--- config.mk ---
export PLATFORM = sky130hd
export DESIGN_NAME = mdm_flow_unit
export DESIGN_NICKNAME = d
export VERILOG_FILES = /design/src/rtl/mdm_pkg.sv /design/src/rtl/mdm_ctrl.sv /design/src/rtl/mdm_path.sv /design/src/rtl/mdm_flow_unit.sv
export SDC_FILE = /design/constraint.sdc
export NUM_CORES = 1
export LEC_CHECK = 0
export BUFFER_PORTS_ARGS = -buffer_cell sky130_fd_sc_hd__buf_2
export CAP_MARGIN = 0
export CELL_PAD_IN_SITES_DETAIL_PLACEMENT = 1
export CELL_PAD_IN_SITES_GLOBAL_PLACEMENT = 2
export CORE_MARGIN = 8
export CORE_UTILIZATION = 30
export CTS_CLUSTER_SIZE = 20
export DETAILED_ROUTE_END_ITERATION = 10
export GPL_ROUTABILITY_DRIVEN = 0
export GPL_TIMING_DRIVEN = 0
export HOLD_SLACK_MARGIN = 0.12
export PLACE_DENSITY = 0.86
export SETUP_SLACK_MARGIN = 0.02
export SYNTH_ARGS = -nofsm -noshare
export SYNTH_HDL_FRONTEND = slang
export SYNTH_HIERARCHICAL = 1
export SYNTH_SLANG_ARGS = --single-unit
--- constraint.sdc ---
create_clock -name clk -period 1.8 [get_ports clk]
set_clock_uncertainty 0.15 [all_clocks]
set_input_delay 0 -clock clk [delete_from_list [all_inputs] [get_ports clk]]
set_output_delay 0 -clock clk [all_outputs]
set_load 0.05 [all_outputs]
--- src/rtl/mdm_pkg.sv ---
package mdm_pkg;
  typedef enum logic [1:0] {
    ADDR_MODEM = 2'd0,
    ADDR_LINE  = 2'd1,
    ADDR_FEAT  = 2'd2,
    ADDR_NONE  = 2'd3
  } regAddr_e;

  localparam int BIT_DTR     = 0;
  localparam int BIT_RTS     = 1;
  localparam int BIT_FLOWSEL = 2;
  localparam int BIT_OP2     = 3;
  localparam int BIT_LOOP    = 4;
  localparam int BIT_XONANY  = 5;
  localparam int BIT_IR      = 6;
  localparam int BIT_DLSEL   = 7;
  localparam int BIT_RXINV   = 4;

  // control strobes from the register/flow side to the path side
  typedef struct packed {
    logic loopEn;
    logic irEn;
    logic rxInv;
    logic dtrAct;
    logic rtsAct;
    logic dtrBit;
    logic rtsBit;
    logic op1Bit;
    logic op2Bit;
  } ctlBundle_t;
endpackage

--- src/rtl/mdm_ctrl.sv ---
module mdm_ctrl
  import mdm_pkg::*;
#(
  parameter int LVL_W = 6,
  parameter int REG_W = 8
) (
  input  logic             clk,
  input  logic             rstN,
  input  logic             regWrEn,
  input  logic [1:0]       regAddr,
  input  logic [REG_W-1:0] regWrData,
  output logic [REG_W-1:0] regRdData,
  input  logic             autoHwEn,
  input  logic             swFlowEn,
  input  logic             irPinEn,
  input  logic [LVL_W-1:0] rxLevel,
  input  logic [LVL_W-1:0] hiThresh,
  input  logic [LVL_W-1:0] loThresh,
  input  logic             rxXonHit,
  input  logic             rxXoffHit,
  input  logic             rxCharStrobe,
  input  logic             ctsSt,
  input  logic             dsrSt,
  output ctlBundle_t       bundle,
  output logic [REG_W-1:0] modeBits,
  output logic             divLatchSel,
  output logic             txHwStall,
  output logic             txSwHalt
);
  logic [REG_W-1:0] modeReg, lineReg, featReg;
  logic             reqOn;
  logic             haltReg;
  logic             useDtr;
  regAddr_e         addrSel;

  assign addrSel = regAddr_e'(regAddr);

  always_ff @(posedge clk) begin
    if (!rstN) begin
      modeReg <= '0;
      lineReg <= '0;
      featReg <= '0;
    end else if (regWrEn) begin
      case (addrSel)
        ADDR_MODEM: modeReg <= regWrData;
        ADDR_LINE:  lineReg <= regWrData;
        ADDR_FEAT:  featReg <= regWrData;
        default:    ;
      endcase
    end
  end

  // request hysteresis on the receive FIFO level
  always_ff @(posedge clk) begin
    if (!rstN || !autoHwEn) begin
      reqOn <= 1'b1;
    end else if (rxLevel >= hiThresh) begin
      reqOn <= 1'b0;
    end else if (rxLevel <= loThresh) begin
      reqOn <= 1'b1;
    end
  end

  // Xoff-halted state, Xoff has priority
  always_ff @(posedge clk) begin
    if (!rstN || !swFlowEn) begin
      haltReg <= 1'b0;
    end else if (rxXoffHit) begin
      haltReg <= 1'b1;
    end else if (rxXonHit || (modeReg[BIT_XONANY] && rxCharStrobe)) begin
      haltReg <= 1'b0;
    end
  end

  always_comb begin
    case (addrSel)
      ADDR_MODEM: regRdData = modeReg;
      ADDR_LINE:  regRdData = lineReg;
      ADDR_FEAT:  regRdData = featReg;
      default:    regRdData = '0;
    endcase
  end

  assign useDtr = modeReg[BIT_FLOWSEL];

  always_comb begin
    bundle.loopEn = modeReg[BIT_LOOP];
    bundle.irEn   = modeReg[BIT_IR] | irPinEn;
    bundle.rxInv  = featReg[BIT_RXINV];
    bundle.dtrBit = modeReg[BIT_DTR];
    bundle.rtsBit = modeReg[BIT_RTS];
    bundle.op1Bit = modeReg[BIT_FLOWSEL];
    bundle.op2Bit = modeReg[BIT_OP2];
    bundle.dtrAct = (autoHwEn && useDtr)  ? reqOn : modeReg[BIT_DTR];
    bundle.rtsAct = (autoHwEn && !useDtr) ? reqOn : modeReg[BIT_RTS];
  end

  assign txHwStall   = autoHwEn & (useDtr ? ~dsrSt : ~ctsSt);
  assign txSwHalt    = haltReg;
  assign divLatchSel = lineReg[BIT_DLSEL];
  assign modeBits    = modeReg;
endmodule

--- src/rtl/mdm_path.sv ---
module mdm_path
  import mdm_pkg::*;
#(
  parameter int ST_N = 4
) (
  input  ctlBundle_t      bundle,
  input  logic            txData,
  input  logic            rxPin,
  input  logic            irEncOut,
  input  logic            irDecOut,
  input  logic [ST_N-1:0] stPinN,
  output logic [ST_N-1:0] stOut,
  output logic            txPin,
  output logic            rxData,
  output logic            irDecIn,
  output logic            dtrN,
  output logic            rtsN
);
  logic [ST_N-1:0] loopSrc;

  // status order: 0 CTS, 1 DSR, 2 RI, 3 CD
  assign loopSrc = {bundle.op2Bit, bundle.op1Bit, bundle.dtrBit, bundle.rtsBit};

  for (genvar i = 0; i < ST_N; i++) begin : g_status
    assign stOut[i] = bundle.loopEn ? loopSrc[i] : ~stPinN[i];
  end

  always_comb begin
    if (bundle.loopEn) begin
      txPin  = ~bundle.irEn;
      rxData = txData;
    end else if (bundle.irEn) begin
      txPin  = irEncOut;
      rxData = irDecOut;
    end else begin
      txPin  = txData;
      rxData = rxPin;
    end
  end

  assign irDecIn = rxPin ^ bundle.rxInv;
  assign dtrN    = bundle.loopEn | ~bundle.dtrAct;
  assign rtsN    = bundle.loopEn | ~bundle.rtsAct;
endmodule

--- src/rtl/mdm_flow_unit.sv ---
module mdm_flow_unit
  import mdm_pkg::*;
#(
  parameter int LVL_W = 6,
  parameter int REG_W = 8,
  localparam int ST_N = 4
) (
  input  logic             clk,
  input  logic             rstN,
  input  logic             regWrEn,
  input  logic [1:0]       regAddr,
  input  logic [REG_W-1:0] regWrData,
  output logic [REG_W-1:0] regRdData,
  input  logic             autoHwEn,
  input  logic             swFlowEn,
  input  logic             irPinEn,
  input  logic [LVL_W-1:0] rxLevel,
  input  logic [LVL_W-1:0] hiThresh,
  input  logic [LVL_W-1:0] loThresh,
  input  logic             rxXonHit,
  input  logic             rxXoffHit,
  input  logic             rxCharStrobe,
  input  logic             txData,
  input  logic             rxPin,
  input  logic             irEncOut,
  input  logic             irDecOut,
  input  logic             ctsN,
  input  logic             dsrN,
  input  logic             riN,
  input  logic             cdN,
  output logic             txPin,
  output logic             rxData,
  output logic             irDecIn,
  output logic             dtrN,
  output logic             rtsN,
  output logic [ST_N-1:0]  modemSt,
  output logic             divLatchSel,
  output logic             txHwStall,
  output logic             txSwHalt
);
  ctlBundle_t       bundle;
  logic [REG_W-1:0] modeBits;

  mdm_ctrl #(.LVL_W(LVL_W), .REG_W(REG_W)) u_ctrl (
    .clk(clk), .rstN(rstN),
    .regWrEn(regWrEn), .regAddr(regAddr), .regWrData(regWrData), .regRdData(regRdData),
    .autoHwEn(autoHwEn), .swFlowEn(swFlowEn), .irPinEn(irPinEn),
    .rxLevel(rxLevel), .hiThresh(hiThresh), .loThresh(loThresh),
    .rxXonHit(rxXonHit), .rxXoffHit(rxXoffHit), .rxCharStrobe(rxCharStrobe),
    .ctsSt(modemSt[0]), .dsrSt(modemSt[1]),
    .bundle(bundle), .modeBits(modeBits), .divLatchSel(divLatchSel),
    .txHwStall(txHwStall), .txSwHalt(txSwHalt)
  );

  mdm_path #(.ST_N(ST_N)) u_path (
    .bundle(bundle), .txData(txData), .rxPin(rxPin),
    .irEncOut(irEncOut), .irDecOut(irDecOut),
    .stPinN({cdN, riN, dsrN, ctsN}), .stOut(modemSt),
    .txPin(txPin), .rxData(rxData), .irDecIn(irDecIn),
    .dtrN(dtrN), .rtsN(rtsN)
  );
endmodule

==> Flow_metrics.wiki <==
{| class="wikitable"
! Metric !! Value
|-
| Peak VDD IR || roughly 0.00027 V
|-
| GRT Total Usage || 12.3%
|-
| TritonCTS clock tree || built
|-
| Total inserted antenna cells || 0
|-
| Total vias in the final route || 1615
|-
| Chip width || 90.7 um
|-
| Required arrival time at the worst endpoint || roughly 1.9 ns
|-
| Proportion of layout cells with a drive suffix above 1 || 33.1%
|-
| Post-CTS setup buffer count || 0
|-
| Number of slew-limit violations in the final report || 0
|-
| Setup TNS || 0 ns
|-
| Number of buffers added by the clock tree synthesis step || 3
|-
| Max FO, Critical Path || 2
|-
| Total I/O pin count || 65
|-
| Gate count of the mapped netlist || approximately 190
|-
| Worst slew margin || roughly 70%
|-
| Mapped Nets || 249
|-
| Area growth from synthesis to final layout || 41.4%
|-
| Detailed router's first-iteration violation count || 47
|-
| Maximum number of pins on one net before global-route repair || 16
|-
| Fmax achieved || 0.613 GHz
|-
| GR Overflow Total || 0
|-
| Floorplan die area || between 8000 and 9000 um2
|-
| Maxcap violations || 0
|-
| Effective utilization at floorplan || 30.8%
|-
| Total of endpoints with negative setup slack in the final report || 0
|-
| Port bufs || 64
|-
| Remaining routing DRC violations || 0
|-
| H-Tree Depth || 1
|-
| Final Hold Fails || 0
|-
| Critical path startpoint category || input port
|-
| RSZ-0062 raised after global routing || false
|-
| Detailed placement HPWL || 3.77 mm
|-
| Area inside the core boundary || 5440 um2
|-
| Power density over cell area || approximately 630 nW/um2
|-
| Lkg Pwr || around 1.1 nW
|-
| Number of standard-cell rows in the floorplan || 27
|-
| WL per Instance || ~14 um
|-
| Crit path time final || 1.63 ns
|-
| Total number of clock tree sinks || 26
|-
| Netlist Area Pre-Place || 1670 um2
|-
| Vias in the first global route || 1819
|-
| Final clock period utilization by the worst path || between 90% and 100%
|-
| Overall power consumption || about 1.5 mW
|-
| Critical path capture point type || flip-flop
|-
| Clock latency at the later pin of the worst-skew pair || 0.27 ns
|-
| Detailed-routing iteration count for the pre-antenna-repair pass || 4
|-
| Die Ht || 90.7 um
|-
| Worst endpoint data arrival time || 1.70 ns
|-
| Worst hold path type || in2reg
|-
| Library cell used as clock root buffer || sky130_fd_sc_hd__clkbuf_8
|-
| Core Util, Final || between 40% and 50%
|-
| Antenna Violating Nets Remaining || 0
|-
| Clk pin slew, worst setup/hold paths || roughly 0.09 ns
|-
| Worst setup path category || in2reg
|-
| Global-route wire length before repair || 8.33 mm
|-
| Result of the run || complete, no violations
|-
| Maximum buffer depth of the clock tree || 2
|-
| Yosys warnings || 6
|-
| Synthesized area divided by synthesized cell count || ~8.7 um2
|-
| Slew at the pin closest to its max-slew limit || 0.452 ns
|-
| Number of antenna violations at the first check in global routing || 0
|-
| Routed vias/inst || about 4.6
|-
| Nets@finish || 339
|-
| Total wire length || roughly 5.0 mm
|}
layout by cell type (no fill, tap or decap), types with 3 or more instances in the layout:
cell type	instances
sky130_fd_sc_hd__o21ai_0	10
sky130_fd_sc_hd__buf_6	4
sky130_fd_sc_hd__a21boi_1	9
sky130_fd_sc_hd__mux2i_1	26
sky130_fd_sc_hd__clkbuf_8	3
sky130_fd_sc_hd__nor2_1	3
sky130_fd_sc_hd__ha_1	12
sky130_fd_sc_hd__a21oi_1	4
sky130_fd_sc_hd__nand3_1	9
sky130_fd_sc_hd__nand2_2	5
sky130_fd_sc_hd__nand2_1	22
sky130_fd_sc_hd__buf_2	66
sky130_fd_sc_hd__o21ai_2	5
sky130_fd_sc_hd__buf_4	3
sky130_fd_sc_hd__dlygate4sd3_1	21
sky130_fd_sc_hd__nor2b_1	19
sky130_fd_sc_hd__nand2b_1	4
sky130_fd_sc_hd__dfxtp_1	25
sky130_fd_sc_hd__inv_1	13
repair_timing:
| action | 4_1_cts | 5_1_grt |
|---|---|---|
| hold buffers | 21 | 0 |
| endpoints found under the setup margin | 0 | 1 |
| hold endpoints to repair | 26 | 0 |
| gates resized for setup | 0 | 1 |
stage by stage:
stage	instances	area [um2]	hold WS [ns]	worst slack, ns
after global placement	328	2080	0.0698	0.412
after global routing	353	2370	0.179	0.0395
after CTS	353	2360	0.158	0.0640
final	353	2370	0.146	0.167
after detailed placement	328	2080	0.0803	0.371
after floorplan	192	1670	-0.0581	0.0699
path summary, 6_finish.rpt:
kind | startpoint | to | slack [ns] | cells past startpoint
max | rxLevel[3] | u_ctrl/reqOn | 0.17 | 8
min | rstN | u_ctrl/modeBits[5] | 0.15 | 3
max reg2reg | u_ctrl/modeBits[5] | u_ctrl/txSwHalt | 0.34 | 4
min reg2reg | u_ctrl/lineReg[5] | u_ctrl/lineReg[5] | 0.31 | 2
registers in the layout (all words and copies together), names as in the netlist:
name / cells
u_ctrl/lineReg: 8
u_ctrl/reqOn: 1
u_ctrl/txSwHalt: 1
u_ctrl/modeBits: 8
u_ctrl/featReg: 8
critical path: stages:
cell and delay [ns]:
sky130_fd_sc_hd__buf_2 0.11, sky130_fd_sc_hd__ha_1 0.31, sky130_fd_sc_hd__a211oi_1 0.25, sky130_fd_sc_hd__nor2_1 0.09, sky130_fd_sc_hd__nor3_2 0.10, sky130_fd_sc_hd__nor3_1 0.05
sky130_fd_sc_hd__o311ai_1 0.21, sky130_fd_sc_hd__dlygate4sd3_1 0.58
area by class of cell:
cell class	instances	area, um2
Inverter	13	48.8
Timing Repair Buffer	85	531
Buffer	11	85.1
Multi-Input combinational cell	142	1020
Tap cell	72	90.1
Sequential cell	26	522
Clock inverter	1	30.0
Clock buffer	3	41.3
Fill cell	686	3070
routing by layer:
layer  vias up  track usage [%]  wire length [um]
met5         -                0                 0
met3         4             2.33               224
met2        35             22.9              2590
met1       746             13.5              2100
li1        830                -                 -
met4         0             3.74                52
power by group:
part | internal (mW) | switching (mW) | total, mW
Clock | 0.298 | 0.183 | 0.481
Combinational | 0.165 | 0.225 | 0.391
Sequential | 0.595 | 0.0153 | 0.611
Total | 1.06 | 0.424 | 1.48
Note: power is estimated with default switching activity, not from simulation.
